<file path="src/rtl/rxq_pkg.sv">
package rxq_pkg;

  // Threshold level for a code; fractions of the depth, never below one.
  function automatic int unsigned thr_level(input logic [2:0] code,
                                            input int unsigned depth);
    int unsigned lvl;
    case (code)
      3'd0:    lvl = 1;
      3'd1:    lvl = depth / 4;
      3'd2:    lvl = depth / 2;
      3'd3:    lvl = (3 * depth) / 4;
      default: lvl = depth;
    endcase
    if (lvl == 0) lvl = 1;
    return lvl;
  endfunction

  // Ring successor of a pointer.
  function automatic int unsigned ring_next(input int unsigned ptr,
                                            input int unsigned depth);
    return (ptr == depth - 1) ? 0 : ptr + 1;
  endfunction

endpackage

</file>
<file path="src/rtl/rxq_ptr.sv">
module rxq_ptr #(
  parameter int unsigned DEPTH = 8,
  localparam int unsigned PTR_W = (DEPTH > 1) ? $clog2(DEPTH) : 1
) (
  input  logic             clk,
  input  logic             rst_n,
  input  logic             clr,
  input  logic             adv,
  output logic [PTR_W-1:0] ptr
);
  always_ff @(posedge clk or negedge rst_n) begin
    if (!rst_n)    ptr <= '0;
    else if (clr)  ptr <= '0;
    else if (adv)  ptr <= PTR_W'(rxq_pkg::ring_next(int'(ptr), DEPTH));
  end
endmodule

</file>
<file path="src/rtl/rxq_mem.sv">
module rxq_mem #(
  parameter int unsigned DEPTH = 8,
  parameter int unsigned WIDTH = 9,
  localparam int unsigned PTR_W = (DEPTH > 1) ? $clog2(DEPTH) : 1
) (
  input  logic             clk,
  input  logic             rst_n,
  input  logic             we,
  input  logic [PTR_W-1:0] wr_ptr,
  input  logic [WIDTH-1:0] wdata,
  input  logic [PTR_W-1:0] rd_ptr,
  output logic [WIDTH-1:0] rdata
);
  logic [WIDTH-1:0] slot [DEPTH];

  for (genvar i = 0; i < DEPTH; i++) begin : g_slot
    always_ff @(posedge clk or negedge rst_n) begin
      if (!rst_n)                          slot[i] <= '0;
      else if (we && wr_ptr == PTR_W'(i))  slot[i] <= wdata;
    end
  end

  assign rdata = slot[rd_ptr];
endmodule

</file>
<file path="src/rtl/rxq_ctrl.sv">
module rxq_ctrl #(
  parameter int unsigned DEPTH = 8,
  localparam int unsigned CNT_W = $clog2(DEPTH + 1)
) (
  input  logic             clk,
  input  logic             rst_n,
  input  logic             fifo_mode,
  input  logic [2:0]       thr_code,
  input  logic             push,
  input  logic             pop,
  input  logic             flush,
  output logic             wr_en,
  output logic             rd_en,
  output logic             clr,
  output logic             ovr_evt,
  output logic [CNT_W-1:0] cnt,
  output logic             not_empty,
  output logic             full,
  output logic             thr_hit,
  output logic             overrun
);
  localparam logic [CNT_W-1:0] DEPTH_C = CNT_W'(DEPTH);
  localparam logic [CNT_W-1:0] ONE_C   = CNT_W'(1);

  logic [CNT_W-1:0] cap;
  logic [CNT_W-1:0] level;
  logic [CNT_W-1:0] cnt_nx;
  logic             ovr_q;

  assign cap       = fifo_mode ? DEPTH_C : ONE_C;
  assign level     = CNT_W'(rxq_pkg::thr_level(thr_code, DEPTH));
  assign not_empty = (cnt != '0);
  assign full      = (cnt >= cap);
  assign thr_hit   = fifo_mode && (cnt >= level);

  assign clr     = flush;
  assign rd_en   = pop && not_empty && !flush;
  assign wr_en   = push && !flush && (!full || rd_en);
  assign ovr_evt = push && !flush && full && !rd_en;

  always_comb begin
    if (flush)               cnt_nx = '0;
    else if (wr_en && !rd_en) cnt_nx = cnt + ONE_C;
    else if (rd_en && !wr_en) cnt_nx = cnt - ONE_C;
    else                      cnt_nx = cnt;
  end

  always_ff @(posedge clk or negedge rst_n) begin
    if (!rst_n) begin
      cnt   <= '0;
      ovr_q <= 1'b0;
    end else begin
      cnt   <= cnt_nx;
      ovr_q <= ovr_evt;
    end
  end

  assign overrun = ovr_q;


  cnt_bound_chk: assert property (@(posedge clk) disable iff (!rst_n)
    cnt <= DEPTH_C);


  drop_keeps_cnt_chk: assert property (@(posedge clk) disable iff (!rst_n)
    ovr_evt |=> (cnt == $past(cnt)) && overrun);


  full_swap_chk: assert property (@(posedge clk) disable iff (!rst_n)
    (full && push && pop && !flush) |=> (cnt == $past(cnt)) && !overrun);


  flush_empties_chk: assert property (@(posedge clk) disable iff (!rst_n)
    flush |=> !not_empty && !overrun);


  empty_read_chk: assert property (@(posedge clk) disable iff (!rst_n)
    (!not_empty && pop && !push && !flush) |=> !not_empty);


  single_pop_chk: assert property (@(posedge clk) disable iff (!rst_n)
    (rd_en && !wr_en) |=> cnt == $past(cnt) - ONE_C);
endmodule

</file>
<file path="src/rtl/rx_char_queue.sv">
module rx_char_queue #(
  parameter int unsigned DEPTH = 8,
  parameter int unsigned WIDTH = 9
) (
  input  logic             clk,
  input  logic             rst_n,
  input  logic             fifo_mode,
  input  logic [2:0]       thr_code,
  input  logic             in_valid,
  input  logic [WIDTH-1:0] in_data,
  input  logic             rd_strobe,
  input  logic             flush,
  output logic [WIDTH-1:0] rd_data,
  output logic             not_empty,
  output logic             full,
  output logic             thr_hit,
  output logic             overrun
);
  localparam int unsigned PTR_W = (DEPTH > 1) ? $clog2(DEPTH) : 1;
  localparam int unsigned CNT_W = $clog2(DEPTH + 1);

  logic             wr_en, rd_en, clr, ovr_evt;
  logic [CNT_W-1:0] cnt;
  logic [PTR_W-1:0] wr_ptr, rd_ptr;

  rxq_ctrl #(.DEPTH(DEPTH)) u_ctrl (
    .clk(clk), .rst_n(rst_n), .fifo_mode(fifo_mode), .thr_code(thr_code),
    .push(in_valid), .pop(rd_strobe), .flush(flush),
    .wr_en(wr_en), .rd_en(rd_en), .clr(clr), .ovr_evt(ovr_evt), .cnt(cnt),
    .not_empty(not_empty), .full(full), .thr_hit(thr_hit), .overrun(overrun)
  );

  rxq_ptr #(.DEPTH(DEPTH)) u_wptr (
    .clk(clk), .rst_n(rst_n), .clr(clr), .adv(wr_en), .ptr(wr_ptr)
  );

  rxq_ptr #(.DEPTH(DEPTH)) u_rptr (
    .clk(clk), .rst_n(rst_n), .clr(clr), .adv(rd_en), .ptr(rd_ptr)
  );

  rxq_mem #(.DEPTH(DEPTH), .WIDTH(WIDTH)) u_mem (
    .clk(clk), .rst_n(rst_n), .we(wr_en), .wr_ptr(wr_ptr), .wdata(in_data),
    .rd_ptr(rd_ptr), .rdata(rd_data)
  );


  reg_mode_ovr_chk: assert property (@(posedge clk) disable iff (!rst_n)
    (!fifo_mode && ovr_evt) |-> not_empty);


  drop_no_write_chk: assert property (@(posedge clk) disable iff (!rst_n)
    ovr_evt |-> !wr_en);


  ne_hold_chk: assert property (@(posedge clk) disable iff (!rst_n)
    (not_empty && !rd_strobe && !flush) |=> not_empty);
endmodule

</file>
<file path="config.mk">
export PLATFORM = sky130hd
export DESIGN_NAME = rx_char_queue
export DESIGN_NICKNAME = d
export VERILOG_FILES = /design/src/rtl/rxq_pkg.sv /design/src/rtl/rxq_ptr.sv /design/src/rtl/rxq_mem.sv /design/src/rtl/rxq_ctrl.sv /design/src/rtl/rx_char_queue.sv
export SDC_FILE = /design/constraint.sdc
export NUM_CORES = 1
export LEC_CHECK = 0
export ABC_AREA = 1
export BUFFER_PORTS_ARGS = -buffer_cell sky130_fd_sc_hd__clkbuf_2
export CAP_MARGIN = 10
export CORE_MARGIN = 5
export CORE_UTILIZATION = 35
export CTS_BUF_LIST = sky130_fd_sc_hd__clkbuf_8
export DETAILED_ROUTE_END_ITERATION = 6
export PLACE_DENSITY = 0.5
export SYNTH_ARGS = -nofsm -noshare
export SYNTH_HDL_FRONTEND = slang
export SYNTH_SLANG_ARGS = --single-unit
</file>
<file path="constraint.sdc">
create_clock -name clk -period 2 [get_ports clk]
set_input_delay 0.3 -clock clk [delete_from_list [all_inputs] [get_ports clk]]
set_output_delay 0.3 -clock clk [all_outputs]
set_load 0.1 [all_outputs]
</file>
==> summary.md, run 1 <==
| Metric | Value |
|---|---|
| Status | `finished, violations left` |
| Failing checks | `negative setup slack` |
| Clk_skew | `0.0120 ns` |
| Crit-path max FO | `6` |
| Leakage power | `3.02 nW` |
| WP data arrival | `between 1.5 and 2 ns` |
| Clk buf depth | `2` |
| Latest clock arrival within the worst-skew pair | `0.37 ns` |
| Critical Path RT | `1.70 ns` |
| Mux share of post-synthesis cell area | `0%` |
| Worst Hold Path EP | `u_ctrl.cnt[3]` |
| Global routing's busiest layer | `met2` |
| I/O pins | `31` |
| Hold Path Class | `input pin to flip-flop` |
| Final Instance Area | `6180 um2` |
| Slew @ Worst Pin | `0.542 ns` |
| # rows | `41` |
| Port bufs | `30` |
| NumNets Final | `663` |
| Vias in the first global route | `~4,000` |
| Tmin final | `2.20 ns` |
| Drt total wl | `13.4 mm` |
| Num Clock Sinks | `83` |
| Crit start category | `flip-flop` |
| Adder-cell share of the synthesized area | `4.93%` |
| FILL cells | `1,234` |
| Remaining antenna violation count after routing | `0` |
| Via density | `between 4 and 5` |
| Unrepaired setup endpoints after global routing | `true` |
| Post-synthesis register bit count | `83` |
| Pre-CTS setup slack | `-0.201 ns` |
| HPWL after DPL | `8.48 mm` |
| Critical setup path kind | `flip-flop to output pin` |
| Area after DPL | `5320 um2` |
| Distinct cells, synth | `33` |
| Final setup violating endpoints | `14` |
| Crit Reg-Reg Endpoint | `u_ctrl.cnt[3]` |
| Drt pass-1 iters | `5` |
| R2R Setup Slk | `-0.13 ns` |
| Synth Area in Simple Gates | `25.1%` |
| Final period util | `110%` |
| Global routing usage on met1 | `25.7%` |
| Max Slew Vio Count | `0` |
| Pin count of the biggest net entering global routing | `33` |
| Max Cap Viol | `0` |
| First-pass GRT wire length | `21.1 mm` |
| DR vias | `3,908` |
| Reg2reg path depth | `15` |
| DRC errors left | `0` |
| VDD IR max | `907 uV` |
| Initial antenna violation count | `0` |
| GRT Total Usage | `between 10% and 20%` |
| Hold slack | `around 0.23 ns` |
| M3 GR Usage | `3.16%` |
| Die area | `15,100 um2` |
| Chip width | `123 um` |
| CTS tree | `done` |
| Final hold violation count | `0` |
| Met2 usage | `29.1%` |
| Slew headroom | `64.0%` |
| Clock root buffer | `clkbuf_8` |
| Synth Area in Compound Gates | `14.7%` |
| XOR/XNOR Fraction of Synth Area | `0.196%` |
| Sequential element share of the synthesized area | `between 40% and 50%` |
| Avg Cell Area, Syn | `7.89 um2` |
| Core area | `12,600 um2` |
| Worst-path clk slew | `about 0.09 ns` |
| Num CTS Buffers | `9` |
| Mapped Area | `4460 um2` |
| Initial Utilization | `a little over a third` |
| R2r startpoint | `u_ctrl.cnt[0]` |
| Hold Startpoint | `flush` |
| Grt ovf | `0` |
| H-tree levels | `3` |
| Yosys warns | `0` |
| Highest clock rate | `454 MHz` |
| Syn Nets | `between 600 and 700` |
| Largest family of logic cells by synthesized area | `simple AND/OR/NAND/NOR gates` |
| Setup WS post-layout | `-0.204 ns` |
| Layout cells sized above 1 | `about 28%` |
| Die extent in y | `123 um` |
| Antenna cell count | `0` |
| Mapped Cells | `566` |
| Power Total | `between 10 and 15 mW` |
| Final GP Congestion | `0.778` |
| Layout area overhead | `38.5%` |
| Cell area power density | `between 1500 and 2000 nW/um2` |
| Routed wire per std cell | `16.6 um` |
| Initial drt markers | `roughly 320` |
| Endpoint type of the worst setup path | `output pin` |
| Worst hold path depth | `4` |
[metal layers]
layer | up-vias | wire length (um)
met5 | - | 0
met4 | 0 | 104
met3 | 10 | 451
met2 | 70 | 6420
met1 | 1875 | 6430
li1 | 1953 | -
[cells in the mapped netlist, drive strengths merged]
cell type / instances / area share [%]
o22ai: 1 / 0.14
buf: 22 / 2.9
ha: 16 / 4.5
nor3: 1 / 0.11
dfrtp: 83 / 47
nand4: 3 / 0.42
a31oi: 9 / 1.3
a21oi: 20 / 2.2
xor2: 1 / 0.20
o211ai: 9 / 1.5
o31ai: 1 / 0.17
nand2: 170 / 15
a21boi: 2 / 0.34
fa: 1 / 0.45
inv: 57 / 4.8
nor2: 43 / 5.0
clkinv: 1 / 0.084
clkbuf: 9 / 0.76
o21ai: 81 / 9.1
nand3: 36 / 4.3
[timing repair]
item / in CTS / in global routing
gates resized for setup: 41 / 67
buffers inserted: 4 / 9
pin swaps: 18 / 45
hold endpoints to repair: 30 / 0
hold buffers: 1 / 0
cloned: 1 / 6
endpoints found under the setup margin: 13 / 57
[how the worst max path moves through the flow]
| stage | slack, ns | endpoint | start |
|---|---|---|---|
| after floorplan | -0.33 | rd_data[8] | u_rptr.ptr[0] |
| after global placement | -0.08 | u_ctrl.cnt[3] | fifo_mode |
| after detailed placement | -0.20 | u_ctrl.cnt[3] | fifo_mode |
| after CTS | -0.18 | thr_hit | u_ctrl.cnt[0] |
| after global routing | -0.30 | u_ctrl.cnt[3] | u_ctrl.cnt[0] |
| final | -0.20 | rd_data[4] | u_rptr.ptr[0] |
[where the power goes]
group | switching [mW] | internal (mW)
Clock | 0.680 | 0.967
Sequential | 0.294 | 2.13
Combinational | 3.83 | 2.36
[kinds of logic after synthesis]
logic type | after synthesis
AOI/OAI and AO/OA | 123
xor gates and xnor gates | 1
adders and majority gates | 17
buffers and inverters | 89
DFF | 83
and+or+nand+nor | 253
[final cells by class]
cell class | instances | area [um2] | share of cell area, %
clock buffer | 9 | 124 | 2.00
sequential | 83 | 2080 | 33.6
inverter | 58 | 224 | 3.62
tap | 172 | 215 | 3.48
clock inverter | 7 | 146 | 2.37
multi-input combinational | 396 | 2440 | 39.5
timing repair buffer | 80 | 953 | 15.4
[cell usage in the layout (no fill, tap or decap), types with 2 or more instances in the layout]
cell type and count:
buf_12 24, nand2_1 153, inv_2 5, nand4_1 3, inv_1 50, o21ai_2 3, nand3_2 2, nor2_1 16
a21boi_1 2, clkbuf_2 18, nor2_4 15, buf_6 6, buf_4 27, o211ai_1 9, nand2_2 10, ha_1 13
inv_6 2, a31oi_4 9, clkbuf_8 9, a21oi_2 2, o21ai_1 47, bufinv_16 4, nor2_8 3, clkbuf_16 3
dfrtp_2 2, o21ai_4 3, nand2_4 6, o21ai_0 28, inv_4 2, nand3_1 33, nor2_2 11, ha_4 3
a21oi_1 17, dfrtp_1 81
[registers in the layout, indices dropped and copies added (netlist names)]
signal          flops
u_ctrl.cnt          4
u_rptr.ptr          3
u_wptr.ptr          3
u_ctrl.overrun      1
u_mem.slot         72
[worst max-delay path, cell delays in order, from the launching register on]
cell       delay [ns]
dfrtp_2          0.49
buf_12           0.16
clkbuf_16        0.16
nor2_4           0.08
nor2_1           0.04
o21ai_1          0.09
nand2_1          0.12
nor2_2           0.16
a31oi_4          0.05
buf_12           0.18
[per-stage QoR]
step,cells,setup TNS (ns),util [%]
floorplan,566,-0.494,-
global placement,771,-0.0760,42.3
detailed placement,771,-0.339,42.3
CTS,792,-1.19,45.4
global route,805,-3.24,49.2
finish,805,-1.91,49.2
No activity file was read; power rests on OpenSTA's default activity.
==> run 2, diff against run 1 <==
==> constraint.sdc (replaced) <==
create_clock -name clk -period 2 [get_ports clk]
set_input_delay 0.1 -clock clk [delete_from_list [all_inputs] [get_ports clk]]
set_output_delay 0.1 -clock clk [all_outputs]
set_load 0.1 [all_outputs]
==> summary.md, run 2 (synthesis gave the netlist of run 1 again) <==
| Metric | Value |
|---|---|
| Antenna cell count | `0 (unchanged)` |
| Max Cap Viol | `0 (unchanged)` |
| Area after DPL | `5240 um2 (-1.6%)` |
| Endpoint type of the worst setup path | `flip-flop` |
| I/O pins | `31 (unchanged)` |
| Largest Register | `u_mem.slot` |
| Core area | `12,600 um2 (unchanged)` |
| Latest clock arrival within the worst-skew pair | `0.36 ns (about the same)` |
| Crit-path max FO | `3 (-3)` |
| Worst-path clk slew | `0.07 ns (-0.02 ns)` |
| Max reg flops | `72 (unchanged)` |
| Setup TNS | `-0.0519 ns (+1.85 ns)` |
| Final Instance Area | `6180 um2 (-0.14%)` |
| Comb pwr share | `61.5% (+1.2 points)` |
| Area of the multi-input gates | `2390 um2 (-2.3%)` |
| Status | `finished, violations left` |
| Sequential cell area | `2080 um2 (about the same)` |
| Worst hold path depth | `4 (unchanged)` |
| H-tree levels | `3 (unchanged)` |
| Final period util | `102% (-8.2 points)` |
| Share of total power in the clock network | `14.0% (-2.0 points)` |
| Via density | `5.03 (+3.7%)` |
| Initial antenna violation count | `0 (unchanged)` |
| Final hold violation count | `0 (unchanged)` |
| Num Clock Sinks | `83 (unchanged)` |
| Highest clock rate | `490 MHz (+8.1%)` |
| Unrepaired setup endpoints after global routing | `true` |
| Switching part of the total | `47.1% (+0.33 points)` |
| Port bufs | `30 (unchanged)` |
| Grt ovf | `0 (unchanged)` |
| DRC errors left | `0 (unchanged)` |
| Leakage power | `3.06 nW (+1.4%)` |
| Clock root buffer | `clkbuf_8` |
| NumNets Final | `671 (+1.2%)` |
| Tmin final | `2.04 ns (-0.164 ns)` |
| Switching pwr | `4.58 mW (-4.6%)` |
| Final GP Congestion | `0.802 (+3.1%)` |
| FILL cells | `1,190 (-3.6%)` |
| WP data arrival | `2.29 ns (+0.39 ns)` |
| Hold Path Class | `input pin to flip-flop` |
| Layout area overhead | `38.3%` |
| Critical setup path kind | `flip-flop to flip-flop` |
| Drt pass-1 iters | `5 (unchanged)` |
| Final setup violating endpoints | `3 (-11)` |
| # rows | `41 (unchanged)` |
| VDD IR max | `1160 uV (+28%)` |
| First-pass GRT wire length | `20.9 mm (-1.0%)` |
| Cell area power density | `1570 nW/um2 (-5.1%)` |
| Top flop regs | `u_mem.slot: 72 flops, u_ctrl.cnt: 4 flops` |
| Hold slack | `0.0424 ns (-0.183 ns)` |
| CTS tree | `done` |
| Clk_skew | `0.00873 ns (-0.00329 ns)` |
| Power Total | `9.72 mW (-5.3%)` |
| Commonest non-fill, non-tap cell in the layout | `nand2_1` |
| Initial drt markers | `349 (+8.0%)` |
| Clk buf depth | `2 (unchanged)` |
| Seq pwr share | `24.5% (+0.9 points)` |
| Pin count of the biggest net entering global routing | `58 (+76%)` |
| Die area | `15,100 um2 (unchanged)` |
| Critical Path RT | `2.25 ns (+0.55 ns)` |
| Layout cells sized above 1 | `27.2% (-0.73 points)` |
| Setup WS post-layout | `-0.0396 ns (+0.164 ns)` |
| R2R Setup Slk | `-0.04 ns (+0.09 ns)` |
| Reg2reg path depth | `16 (+1)` |
| Failing checks | `negative setup slack` |
| Remaining antenna violation count after routing | `0 (unchanged)` |
| Max Slew Vio Count | `0 (unchanged)` |
| DR vias | `4,082 (+4.5%)` |
| Slew headroom | `64.0% (about the same)` |
| HPWL after DPL | `8.21 mm (-3.2%)` |
| Drt total wl | `14.2 mm (+5.7%)` |
| Chip width | `123 um (unchanged)` |
| GRT Total Usage | `18.0% (-0.10 points)` |
| Routed wire per std cell | `17.5 um (+4.9%)` |
| Vias in the first global route | `3,840 (-2.9%)` |
| Slew @ Worst Pin | `0.542 ns (+0.000232 ns)` |
| Die extent in y | `123 um (unchanged)` |
| Num CTS Buffers | `9 (unchanged)` |
| Most frequent cells in the layout | `nand2_1 (151), dfrtp_1 (82), inv_1 (52)` |
| Crit start category | `flip-flop` |
| Initial Utilization | `35.5% (unchanged)` |
| Int Pwr | `5.14 mW (-5.8%)` |
[run 2: cell types whose count changed in the layout (fill, tap and decap cells not counted), moves of 4 or more]
cell       delta
buf_12        -6
clkbuf_16     +5
nor2_1        +9
nor2_4        -6
o21ai_1       -4
o21ai_2       +6
[run 2: timing repair]
action	4_1_cts	5_1_grt
pin swaps	11	42
gates cloned	2	13
endpoints found under the hold margin	26	0
endpoints found under the setup margin	11	67
resized for setup	18	73
hold buffers	1	0
setup buffers	7	11
[run 2: area by class of cell]
type,instances,area share [%]
sequential,83,33.7
inverter,58,3.71
timing repair buffer,85,17.0
tap,172,3.48
multi-input combinational,399,38.7
clock inverter,3,1.03
clock buffer,11,2.45
[run 2: worst max-delay path, stage by stage (launching register included)]
cell and delay, ns:
dfrtp_1 0.39, inv_2 0.08, ha_4 0.20, nor2_2 0.07
nand2_1 0.06, nand2_2 0.07, nand4_1 0.19, ha_4 0.37
nand3_2 0.09, nand3_2 0.06, nand2_1 0.05, nand2_1 0.07
inv_1 0.04, nand2_1 0.05, nand2_1 0.05, nand2_1 0.06
nand2_1 0.04
[run 2: power groups by stage]
stage | clock network, mW | registers (mW) | logic, mW
final | 1.36 | 2.38 | 5.98
after global routing | 1.46 | 2.43 | 6.40
after CTS | 1.40 | 2.36 | 5.42
after detailed placement | 0 | 2.39 | 5.13
after global placement | 0 | 2.37 | 5.08
after floorplan | 0 | 2.36 | 3.44
[run 2: final timing paths]
check | startpoint | to
min reg2reg | u_mem.slot[55] | u_mem.slot[55]
max reg2reg | u_ctrl.cnt[0] | u_ctrl.cnt[3]
max in group asynchronous | rst_n | u_mem.slot[15]
min in group asynchronous | rst_n | u_mem.slot[36]
min | flush | u_ctrl.cnt[3]
max | u_ctrl.cnt[0] | u_ctrl.cnt[3]
[run 2: per-layer routing]
| metal | wire [um] | share of wire (%) | vias to the layer above | global-route usage, % |
|---|---|---|---|---|
| li1 | - | - | 1979 | - |
| met1 | 6640 | 47 | 1998 | 26.1 |
| met2 | 6720 | 47 | 90 | 28.3 |
| met3 | 579 | 4.1 | 15 | 3.29 |
| met4 | 215 | 1.5 | 0 | 3.57 |
| met5 | 0 | 0 | - | 0 |
[run 2: through the flow]
stage               utilization (%)  setup WS (ns)  cells
floorplan                         -         -0.157    566
global placement               41.7        0.00791    765
detailed placement             41.7        -0.0757    765
CTS                            44.8        -0.0220    789
global route                   49.1         -0.192    811
finish                         49.1        -0.0396    811
